===== config.mk =====
export PLATFORM = sky130hd
export DESIGN_NAME = sdcard_bringup
export DESIGN_NICKNAME = d
export VERILOG_FILES = /design/src/rtl/sdinit_pkg.sv /design/src/rtl/sdinit_req_port.sv /design/src/rtl/sdinit_retry.sv /design/src/rtl/sdinit_gap.sv /design/src/rtl/sdcard_bringup.sv
export SDC_FILE = /design/constraint.sdc
export NUM_CORES = 1
export LEC_CHECK = 0
export CAP_MARGIN = 20
export CELL_PAD_IN_SITES_DETAIL_PLACEMENT = 1
export CELL_PAD_IN_SITES_GLOBAL_PLACEMENT = 2
export CORE_MARGIN = 3
export CORE_UTILIZATION = 39
export DETAILED_ROUTE_END_ITERATION = 10
export DONT_BUFFER_PORTS = 1
export HOLD_SLACK_MARGIN = 0.15
export PLACE_DENSITY_LB_ADDON = 0.1
export SYNTH_ARGS = -nofsm -noshare
export SYNTH_HDL_FRONTEND = slang
export SYNTH_SLANG_ARGS = --single-unit

===== constraint.sdc =====
create_clock -name clk -period 3.6 [get_ports clk]
set_input_delay 0.72 -clock clk [delete_from_list [all_inputs] [get_ports clk]]
set_output_delay 0.72 -clock clk [all_outputs]
set_load 0.01 [all_outputs]

===== src/rtl/sdinit_pkg.sv =====
package sdinit_pkg;

  typedef enum logic [1:0] {
    CARD_FAIL = 2'd0,
    CARD_V1   = 2'd1,
    CARD_V2   = 2'd2
  } card_e;

  typedef enum logic [1:0] {
    P_IDLE,
    P_GAP,
    P_BUSY
  } phase_e;

  // Which request of the sequence is in flight (or about to be issued).
  typedef enum logic [3:0] {
    ST_WAKE,
    ST_RST,
    ST_VCHK,
    ST_APP1,
    ST_OP1,
    ST_OCR,
    ST_APP2,
    ST_OP2,
    ST_OCR_FIN,
    ST_BLEN
  } step_e;

  typedef struct packed {
    logic        dummy;
    logic [5:0]  idx;
    logic [31:0] arg;
  } req_t;

  localparam logic [7:0]  REPLY_IDLE     = 8'h01;
  localparam logic [7:0]  REPLY_IDLE_ILL = 8'h05;
  localparam logic [7:0]  REPLY_READY    = 8'h00;
  localparam logic [31:0] VPROBE_ARG     = 32'h0000_01AA;
  localparam logic [31:0] HOSTCAP_ARG    = 32'h4000_0000;

  // Payload for each step of the sequence.
  function automatic req_t step_req(step_e s, logic [31:0] wake, logic [31:0] blen);
    req_t r;
    r = '0;
    case (s)
      ST_WAKE:    begin r.dummy = 1'b1; r.arg = wake; end
      ST_RST:     r.idx = 6'd0;
      ST_VCHK:    begin r.idx = 6'd8;  r.arg = VPROBE_ARG; end
      ST_APP1,
      ST_APP2:    r.idx = 6'd55;
      ST_OP1:     r.idx = 6'd41;
      ST_OP2:     begin r.idx = 6'd41; r.arg = HOSTCAP_ARG; end
      ST_OCR,
      ST_OCR_FIN: r.idx = 6'd58;
      ST_BLEN:    begin r.idx = 6'd16; r.arg = blen; end
      default:    r = '0;
    endcase
    return r;
  endfunction

endpackage


===== src/rtl/sdinit_req_port.sv =====
// Holds one request toward the framer until accepted, and tracks the
// single outstanding reply.
module sdinit_req_port (
  input  logic        clk,
  input  logic        rst_n,
  input  logic        launch,
  input  logic        ld_dummy,
  input  logic [5:0]  ld_idx,
  input  logic [31:0] ld_arg,
  output logic        req_valid,
  input  logic        req_ready,
  output logic        req_dummy,
  output logic [5:0]  req_index,
  output logic [31:0] req_arg,
  input  logic        rsp_valid,
  output logic        rsp_take
);

  logic pending_q;
  logic accepted;

  assign accepted = req_valid & req_ready;
  assign rsp_take = rsp_valid & pending_q;

  always_ff @(posedge clk) begin
    if (!rst_n) begin
      req_valid <= 1'b0;
      req_dummy <= 1'b0;
      req_index <= '0;
      req_arg   <= '0;
    end else if (launch) begin
      req_valid <= 1'b1;
      req_dummy <= ld_dummy;
      req_index <= ld_idx;
      req_arg   <= ld_arg;
    end else if (accepted) begin
      req_valid <= 1'b0;
    end
  end

  always_ff @(posedge clk) begin
    if (!rst_n)        pending_q <= 1'b0;
    else if (accepted) pending_q <= 1'b1;
    else if (rsp_take) pending_q <= 1'b0;
  end

endmodule


===== src/rtl/sdinit_retry.sv =====
// Counts failed initialization attempts; flags the last permitted one.
module sdinit_retry #(
  parameter int unsigned LIMIT = 5000,
  parameter int unsigned W     = 13
) (
  input  logic clk,
  input  logic rst_n,
  input  logic clr,
  input  logic bump,
  output logic last
);

  logic [W-1:0] cnt_q;

  assign last = (cnt_q == W'(LIMIT - 1));

  always_ff @(posedge clk) begin
    if (!rst_n)    cnt_q <= '0;
    else if (clr)  cnt_q <= '0;
    else if (bump) cnt_q <= cnt_q + W'(1);
  end

endmodule


===== src/rtl/sdinit_gap.sv =====
// Down-counter for the idle wait between version-2 attempts.
module sdinit_gap #(
  parameter int unsigned W = 16
) (
  input  logic         clk,
  input  logic         rst_n,
  input  logic         load,
  input  logic [W-1:0] load_val,
  output logic         expired
);

  logic [W-1:0] cnt_q;

  assign expired = (cnt_q == '0);

  always_ff @(posedge clk) begin
    if (!rst_n)           cnt_q <= '0;
    else if (load)        cnt_q <= load_val;
    else if (cnt_q != '0) cnt_q <= cnt_q - W'(1);
  end

endmodule


===== src/rtl/sdcard_bringup.sv =====
module sdcard_bringup
  import sdinit_pkg::*;
#(
  parameter int unsigned WAKE_BYTES  = 16,
  parameter int unsigned RETRY_LIMIT = 5000,
  parameter int unsigned GAP_W       = 16,
  parameter int unsigned BLOCK_LEN   = 512,
  localparam int unsigned UNIT_W     = $clog2(BLOCK_LEN) + 1,
  localparam int unsigned RETRY_W    = $clog2(RETRY_LIMIT + 1)
) (
  input  logic              clk,
  input  logic              rst_n,
  input  logic              start,
  input  logic [GAP_W-1:0]  gap_cycles,
  output logic              busy,
  output logic              done,
  output logic [1:0]        card_type,
  output logic [UNIT_W-1:0] addr_unit,
  output logic              fast_clk_sel,
  output logic [7:0]        status,
  output logic              req_valid,
  input  logic              req_ready,
  output logic              req_dummy,
  output logic [5:0]        req_index,
  output logic [31:0]       req_arg,
  input  logic              rsp_valid,
  input  logic [7:0]        rsp_byte
);

  localparam logic [31:0] WAKE_ARG = 32'(WAKE_BYTES);
  localparam logic [31:0] BLEN_ARG = 32'(BLOCK_LEN);

  phase_e phase_q;
  step_e  step_q;
  card_e  id_q;
  card_e  type_q;
  logic   done_q;
  logic   fast_q;
  logic   up_q;
  logic [UNIT_W-1:0] unit_q;

  logic   rsp_take;
  logic   gap_expired;
  logic   retry_last;

  // Decision taken on each reply
  step_e  d_step;
  logic   d_launch, d_gap, d_ok, d_fail, d_bump, d_clr, d_set_id;
  card_e  d_id;

  always_comb begin
    d_step   = step_q;
    d_launch = 1'b0;
    d_gap    = 1'b0;
    d_ok     = 1'b0;
    d_fail   = 1'b0;
    d_bump   = 1'b0;
    d_clr    = 1'b0;
    d_set_id = 1'b0;
    d_id     = CARD_FAIL;
    case (step_q)
      ST_WAKE: begin
        d_step = ST_RST; d_launch = 1'b1;
      end
      ST_RST: begin
        if (rsp_byte == REPLY_IDLE) begin d_step = ST_VCHK; d_launch = 1'b1; end
        else d_fail = 1'b1;
      end
      ST_VCHK: begin
        if (rsp_byte == REPLY_IDLE) begin
          d_clr = 1'b1; d_set_id = 1'b1; d_id = CARD_V2;
          d_step = ST_OCR; d_gap = 1'b1;
        end else if (rsp_byte == REPLY_IDLE_ILL) begin
          d_clr = 1'b1; d_set_id = 1'b1; d_id = CARD_V1;
          d_step = ST_APP1; d_launch = 1'b1;
        end else begin
          d_fail = 1'b1;
        end
      end
      ST_APP1: begin
        d_step = ST_OP1; d_launch = 1'b1;
      end
      ST_OP1: begin
        if (rsp_byte == REPLY_READY) begin d_step = ST_BLEN; d_launch = 1'b1; end
        else if (retry_last)         d_fail = 1'b1;
        else begin d_bump = 1'b1; d_step = ST_APP1; d_launch = 1'b1; end
      end
      ST_OCR: begin
        d_step = ST_APP2; d_launch = 1'b1;
      end
      ST_APP2: begin
        d_step = ST_OP2; d_launch = 1'b1;
      end
      ST_OP2: begin
        if (rsp_byte == REPLY_READY) begin d_step = ST_OCR_FIN; d_launch = 1'b1; end
        else if (retry_last)         d_fail = 1'b1;
        else begin d_bump = 1'b1; d_step = ST_OCR; d_gap = 1'b1; end
      end
      ST_OCR_FIN: begin
        d_step = ST_BLEN; d_launch = 1'b1;
      end
      ST_BLEN: begin
        if (rsp_byte == REPLY_READY) d_ok = 1'b1;
        else                         d_fail = 1'b1;
      end
      default: d_fail = 1'b1;
    endcase
  end

  // Launch selection
  logic start_go, gap_fire, reply_go, launch;
  req_t lreq;

  assign start_go = (phase_q == P_IDLE) && start;
  assign gap_fire = (phase_q == P_GAP) && gap_expired;
  assign reply_go = (phase_q == P_BUSY) && rsp_take && d_launch;
  assign launch   = start_go | gap_fire | reply_go;

  always_comb begin
    case (phase_q)
      P_IDLE:  lreq = step_req(ST_WAKE, WAKE_ARG, BLEN_ARG);
      P_GAP:   lreq = step_req(step_q, WAKE_ARG, BLEN_ARG);
      default: lreq = step_req(d_step, WAKE_ARG, BLEN_ARG);
    endcase
  end

  logic on_reply;
  assign on_reply = (phase_q == P_BUSY) && rsp_take;

  sdinit_req_port u_port (
    .clk       (clk),
    .rst_n     (rst_n),
    .launch    (launch),
    .ld_dummy  (lreq.dummy),
    .ld_idx    (lreq.idx),
    .ld_arg    (lreq.arg),
    .req_valid (req_valid),
    .req_ready (req_ready),
    .req_dummy (req_dummy),
    .req_index (req_index),
    .req_arg   (req_arg),
    .rsp_valid (rsp_valid),
    .rsp_take  (rsp_take)
  );

  sdinit_retry #(.LIMIT(RETRY_LIMIT), .W(RETRY_W)) u_retry (
    .clk   (clk),
    .rst_n (rst_n),
    .clr   (on_reply & d_clr),
    .bump  (on_reply & d_bump),
    .last  (retry_last)
  );

  sdinit_gap #(.W(GAP_W)) u_gap (
    .clk      (clk),
    .rst_n    (rst_n),
    .load     (on_reply & d_gap),
    .load_val (gap_cycles),
    .expired  (gap_expired)
  );

  always_ff @(posedge clk) begin
    if (!rst_n) begin
      phase_q <= P_IDLE;
      step_q  <= ST_WAKE;
      id_q    <= CARD_FAIL;
      type_q  <= CARD_FAIL;
      unit_q  <= '0;
      fast_q  <= 1'b0;
      up_q    <= 1'b0;
      done_q  <= 1'b0;
    end else begin
      done_q <= 1'b0;
      case (phase_q)
        P_IDLE: begin
          if (start) begin
            phase_q <= P_BUSY;
            step_q  <= ST_WAKE;
            id_q    <= CARD_FAIL;
            type_q  <= CARD_FAIL;
            unit_q  <= '0;
            fast_q  <= 1'b0;
            up_q    <= 1'b0;
          end
        end
        P_GAP: begin
          if (gap_expired) phase_q <= P_BUSY;
        end
        P_BUSY: begin
          if (rsp_take) begin
            step_q <= d_step;
            if (d_set_id) id_q <= d_id;
            if (d_gap) phase_q <= P_GAP;
            if (d_ok) begin
              phase_q <= P_IDLE;
              done_q  <= 1'b1;
              type_q  <= id_q;
              unit_q  <= (id_q == CARD_V1) ? UNIT_W'(BLOCK_LEN) : UNIT_W'(1);
              fast_q  <= 1'b1;
              up_q    <= 1'b1;
            end
            if (d_fail) begin
              phase_q <= P_IDLE;
              done_q  <= 1'b1;
            end
          end
        end
        default: phase_q <= P_IDLE;
      endcase
    end
  end

  assign busy         = (phase_q != P_IDLE);
  assign done         = done_q;
  assign card_type    = type_q;
  assign addr_unit    = unit_q;
  assign fast_clk_sel = fast_q;
  assign status       = {7'd0, ~up_q};

endmodule


# Yosys cells after proc, flatten, opt, wreduce, memory -nomap -nowiden
# Index checks and enable logic that the tools add are counted.
[word_totals]
reg_bits = 92
input_bits = 29
output_inout_bits = 63
word_cells = 154
[op_classes]
addsub = 2
eq_ne = 29
n_mux = 72
bitwise_logic = 9
n_reduce_logical = 28
[ops]
columns = ["cell", "count"]
rows = [
  ["31-bit case mux with 4 select lines", 2],
  ["39-bit case mux with 2 select lines", 1],
  ["6-bit case mux with 5 select lines", 2],
  ["10-bit two-way mux", 4],
  ["4-bit two-way mux", 9],
  ["4-bit case mux with 9 select lines", 1],
  ["4-bit by 3-bit equality test with 1-bit output, second input constant", 8],
  ["16-bit two-way mux", 2],
  ["1-bit two-way mux", 29],
  ["2-bit two-way mux", 13],
  ["10-bit case mux with 2 select lines", 1],
  ["4-bit by 2-bit equality test with 1-bit output, second input constant", 4],
  ["4-bit equality test, second input constant", 4],
  ["16-bit zero test", 1],
  ["16-bit nonzero test", 1],
  ["16-bit by 1-bit subtractor with 16-bit output, second input constant", 1],
  ["2-bit OR reduction", 7],
  ["13-bit by 1-bit adder with 13-bit output, second input constant", 1],
  ["13-bit equality test, second input constant", 1],
  ["4-bit AND reduction", 3],
  ["2-bit inequality test, second input constant", 5],
  ["1-bit case mux with 5 select lines", 2],
  ["2-bit nonzero test", 5],
  ["8-bit by 1-bit equality test with 1-bit output, second input constant", 1],
  ["other kinds (18)", 32],
]

# Longest topological paths before layout
[logic_depth]
depth_word = 9
mapped_depth = 11
mapped_depth_nobuf = 9

# Modules after synthesis
# From an unflattened synthesis, not the netlist that was laid out.
[hier_totals]
hier_cells = 533
hier_area_um2 = 4734.5
[modules_own_cells]
columns = ["module", "n_inst", "cells_per_inst", "area_each_um2", "seq_area_each_um2"]
rows = [
  ["sdinit_req_port", 1, 134, 1599.0, 820.8],
  ["sdcard_bringup", 1, 212, 1564.0, 280.3],
  ["sdinit_gap", 1, 116, 939.7, 320.3],
  ["sdinit_retry", 1, 71, 631.9, 260.2],
]

# Worst setup path before layout
# No wires, ideal clock.
[synth_path]
kind = "in2reg"
startpoint = "input rsp_byte[1]"
endpoint = "register u_port.req_index[3]"
setup_time_ps = 148
t_arrival_ps = 2485
required_time_ps = 3452
path_slack_ps = 967
cell_stages = 7
path_buffers = 0
cell_sequence = "or4_4 > o21a_1 > a2111oi_2 > o31ai_1 > a2111o_1 > a21oi_1 > a221oi_1"
[synth_between]
elab_chain_cells = 8
word_cells_on_any_way = 30
cone_classes = "eq/ne (10); mux (14); bitwise (1); reduce/logical (5)"
[synth_rtl]
columns = ["element", "line_no", "source"]
rows = [
  ["start, declared", "sdcard_bringup.sv:27", "input logic [7:0] rsp_byte"],
  ["8-bit by 3-bit equality test with 1-bit output", "sdcard_bringup.sv:73", "end else if (rsp_byte == REPLY_IDLE_ILL) begin"],
  ["4-bit two-way mux", "sdcard_bringup.sv:73", ""],
  ["4-bit two-way mux", "sdcard_bringup.sv:70", "if (rsp_byte == REPLY_IDLE) begin"],
  ["4-bit case mux with 9 select lines", "sdcard_bringup.sv:61", "case (step_q)"],
  ["4-bit by 3-bit equality test with 1-bit output (tied with other cells)", "sdinit_pkg.sv:45", "case (s)"],
  ["2-bit OR reduction, on equally long branches", "n/a", ""],
  ["6-bit case mux with 5 select lines", "sdinit_pkg.sv:45", ""],
  ["39-bit case mux with 2 select lines", "sdcard_bringup.sv:120", "case (phase_q)"],
  ["end signal, assigned", "sdinit_req_port.sv:34", "req_index <= ld_idx;"],
  ["end, declared", "sdinit_req_port.sv:13", "output logic [5:0] req_index,"],
]
# Parallel ways exist; a longest one is shown, timed or not.
# A chain may end at the register's enable or synchronous reset.

# Worst setup path after layout
[layout_path]
startpoint = "register step_q[0]"
endpoint = "register u_port.req_index[0]"
[layout_between]
elab_chain_cells = 7
word_cells_on_any_way = 39
cone_classes = "eq/ne (17); mux (12); bitwise (1); reduce/logical (9)"
[layout_rtl]
columns = ["element", "line_no", "source"]
rows = [
  ["start, declared", "sdcard_bringup.sv:34", "step_e step_q;"],
  ["start signal, assigned", "sdcard_bringup.sv:191", "step_q <= d_step;"],
  ["4-bit two-way mux, on equally long branches", "sdcard_bringup.sv:96, sdcard_bringup.sv:73, sdcard_bringup.sv:85", ""],
  ["4-bit two-way mux, on equally long branches", "sdcard_bringup.sv:95, sdcard_bringup.sv:70, sdcard_bringup.sv:84", ""],
  ["4-bit case mux with 9 select lines", "sdcard_bringup.sv:61", ""],
  ["4-bit by 3-bit equality test with 1-bit output (tied with other cells)", "sdinit_pkg.sv:45", ""],
  ["2-bit OR reduction, on equally long branches", "n/a", ""],
  ["6-bit case mux with 5 select lines", "sdinit_pkg.sv:45", ""],
  ["39-bit case mux with 2 select lines", "sdcard_bringup.sv:120", ""],
]
# Parallel ways exist; a longest one is shown, timed or not.

==> summary.md <==
| Metric | Value |
|---|---|
| Top cell type's share of synthesized area | `32.2%` |
| Leading area contributor after synthesis | `dfxtp_1` |
| DRT Pass-1 Iters | `4` |
| Count of flip-flops with a built-in enable after synthesis | `0` |
| Initial antenna violation count | `0` |
| Static Leak | `0.00134 uW` |
| Post-CTS setup buffer count | `0` |
| Maximum vdd drop | `0.322 mV` |
| Relative max-transition margin | `52.4%` |
| Final layout net count | `457` |
| Avg Cell Area, Syn | `7.87 um^2` |
| Worst Setup Start Kind | `flop` |
| Post-Syn Area | `3480 um^2` |
| Routed Antenna Nets | `0` |
| Skew-Pair Late Insertion Delay | `0.30 ns` |
| Max Freq | `0.347 GHz` |
| Final Max Slew Viols | `0` |
| Clk sinks | `56` |
| Yosys warning count | `0` |
| Crit-path cells | `nand2_1 -> a211oi_1 -> a211o_1 -> a21oi_2 -> a31oi_2 -> xnor2_1 -> o311ai_2 -> o221a_1` |
| N_diodes | `0` |
| Leading post-synthesis cells by cell area | `dfxtp_1 32%, buf_4 9.5%, nor2_1 6.7%` |
| Layout cells sized above 1 | `6.59%` |
| Total Die Area | `10100 um^2` |
| Fin crit share | `80.1%` |
| Root buffer cell | `clkbuf_8` |
| Power share of the clock group | `22.1%` |
| Switching share of total power | `35.7%` |
| DR vias | `3008` |
| Cell Pwr Density | `524 nW/um^2` |
| Post-synthesis mux area share | `1.47%` |
| Std cell rows | `33` |
| Non-filler instance count after layout | `530` |
| Library cells used by synthesis | `67` |
| Sw Pwr | `651 uW` |
| Fin crit period | `2.88 ns` |
| Reg clk slew, reported paths | `0.10 ns` |
| Vias per cell | `5.68` |
| Core Util, Final | `41.3%` |
| PortBufs | `0` |
| WP data required | `3.85 ns` |
| Compound-cell area share of the yosys netlist | `20.8%` |
| DRC | `0` |
| Synthesized-area fraction occupied by and/or/nand/nor cells | `24.6%` |
| Setup Skew | `0.00743 ns` |
| DIE WIDTH | `100 um` |
| Gate power share | `34.4%` |
| Worst-Margin Slew | `0.707 ns` |
| Largest family of logic cells by synthesized area | `simple AND/OR/NAND/NOR gates` |
| Clock buffer depth | `2` |
| Power Total | `1820 uW` |
| Final wirelength | `9.19 mm` |
| Worst path slowest cell | `dfxtp_1` |
| CTS tree | `done` |
| Worst Setup End Kind | `flop` |
| Internal power | `1170 uW` |
| Num ports | `92` |
| Finished layout cell area | `3480 um^2` |
| Post-synth ARST share | `0%` |
| DP Area | `3380 um^2` |
| Hold Vio Cnt, Final | `0` |
| Initial Util | `41.3%` |
| Core footprint | `8420 um^2` |
| First-pass GRT wire length | `14.9 mm` |
| Vias in the first global route | `2962` |
| Fillers | `1062` |
| Placed instance count | `524` |
| Placer Congestion | `0.870` |
| CP peak stage delay | `0.64 ns` |
| Yosys reg bits | `56` |
| WL per Instance | `17.3 um` |
| Post-Synth XOR/XNOR Area | `6.04%` |
| Die Span Y | `100 um` |
| Grt ovf | `0` |
| Crit-path max FO | `12` |
| Setup-failing EPs final | `0` |
| Worst EP arrival | `3.14 ns` |
| Seq pwr share | `43.5%` |
| Commonest cells post-synth | `62 x nor2_1, 56 x dfxtp_1, 44 x buf_4, 32 x nand2_1, 29 x a21oi_1` |
| WS Path Type | `reg2reg` |
| DPL Wire Length | `6.85 mm` |
| Top_reg_cell synth | `dfxtp_1` |
| Worst min path class | `reg2reg` |
| Largest net degree at the start of global routing | `19` |
| Most common cell in the netlist | `nor2_1` |
| RSZ-0062 raised after global routing | `false` |
| Setup TNS | `0 ns` |
| CTS Buf Count | `5` |
| Post-Synth Adder-Cell Area | `0.719%` |
| Max-cap violations | `0` |
| Post-CTS Hold Fix Bufs | `0` |
| CTS H-tree depth | `2` |
| Post-synthesis cell count | `442` |
| Total GRT Usage | `18.3%` |
| Status | `completed` |
| Synth-to-layout area growth | `0.108%` |
| Post-CTS Resized | `0` |
| Drt first-iter violations | `124` |
| Sequential share of the synthesized area | `32.2%` |
[final timing paths]
kind / start / to / slack [ns] / cells after the start
setup reg to reg: step_q[0]$_SDFFE_PN0P_ / u_port.req_index[0]$_SDFFE_PN0P_ / 0.72 / 8
hold reg to reg: u_port.pending_q$_SDFFE_PN0P_ / u_port.pending_q$_SDFFE_PN0P_ / 0.48 / 2
hold / removal: u_port.pending_q$_SDFFE_PN0P_ / u_port.pending_q$_SDFFE_PN0P_ / 0.48 / 2
setup / recovery: step_q[0]$_SDFFE_PN0P_ / u_port.req_index[0]$_SDFFE_PN0P_ / 0.72 / 8
[power by group through the flow]
stage | Clock [uW] | Combinational (uW) | Sequential, uW
global route | 448 | 733 | 808
global placement | 0 | 619 | 803
floorplan | 0 | 555 | 780
detailed placement | 0 | 629 | 806
finish | 403 | 628 | 793
CTS | 421 | 632 | 793
[per-layer routing]
| metal | up-vias | share of wire, % | global-route usage [%] |
|---|---|---|---|
| li1 | 1455 | - | - |
| met3 | 6 | 7.1 | 3.82 |
| met4 | 0 | 0.55 | 3.21 |
| met1 | 1452 | 47 | 25.3 |
| met2 | 95 | 46 | 29.9 |
| met5 | - | 0 | 0 |
[area by class of cell]
type | count | area [um^2] | share of cell area (%)
multi-input cells | 340 | 2020 | 58.0
flip-flops and latches | 56 | 1120 | 32.2
well taps | 105 | 131 | 3.77
clock buffers | 5 | 68.8 | 1.98
inverters | 16 | 60.1 | 1.72
repair buffers | 7 | 52.6 | 1.51
clock inverters | 1 | 30.0 | 0.862
[worst max-delay path, delay by kind of cell, from the launching register on]
family                    cells  cell delay, ns
AOI/OAI and AO/OA             6            1.77
DFF                           1            0.64
and+or+nand+nor               1            0.27
xor gates and xnor gates      1            0.15
[state kept, by name, indices dropped and copies added, names as in the netlist, 2 cells and up]
signal,flops
phase_q,2
u_gap.cnt_q,16
card_type,2
addr_unit,2
u_port.req_arg,4
step_q,4
id_q,2
u_retry.cnt_q,13
u_port.req_index,6
[layout by cell type (no fill, tap or decap), types with 3 or more instances in the layout]
| cell | synthesis | final |
|---|---|---|
| nand2_1 | 32 | 32 |
| a211oi_1 | 8 | 8 |
| nand3_1 | 7 | 7 |
| nor4_2 | 2 | 3 |
| buf_4 | 44 | 7 |
| mux2i_1 | 4 | 4 |
| a22oi_1 | 4 | 4 |
| dfxtp_1 | 56 | 56 |
| nor4_1 | 7 | 6 |
| nor3_1 | 14 | 14 |
| and4_1 | 3 | 3 |
| o211ai_1 | 5 | 5 |
| or3_1 | 9 | 9 |
| clkbuf_8 | 0 | 5 |
| inv_1 | 15 | 15 |
| o21ai_0 | 9 | 9 |
| nand2b_1 | 4 | 4 |
| a21oi_1 | 29 | 29 |
| a31oi_1 | 6 | 6 |
| a32oi_1 | 3 | 3 |
| nor2_1 | 62 | 62 |
| nand4_1 | 8 | 8 |
| xor2_1 | 14 | 14 |
| conb_1 | 1 | 39 |
| and2_1 | 4 | 4 |
| xnor2_1 | 10 | 10 |
| and3_1 | 8 | 8 |
| o221a_1 | 4 | 4 |
[per-stage QoR]
step                hold slack (ns)  worst slack (ns)
floorplan                     0.450             0.967
global placement              0.460             0.545
detailed placement            0.471             0.574
CTS                           0.488             0.729
global route                  0.515             0.494
finish                        0.479             0.717
[logic make-up (layout without fill, tap and decap cells)]
group / after synthesis / after routing
DFF: 56 / 56
xor gates and xnor gates: 24 / 24
adders and majority gates: 2 / 2
and+or+nand+nor: 171 / 171
other: 1 / 39
AOI/OAI and AO/OA: 99 / 99
buffers and inverters: 84 / 29
muxes: 5 / 5
(Power assumes the default switching activity.)
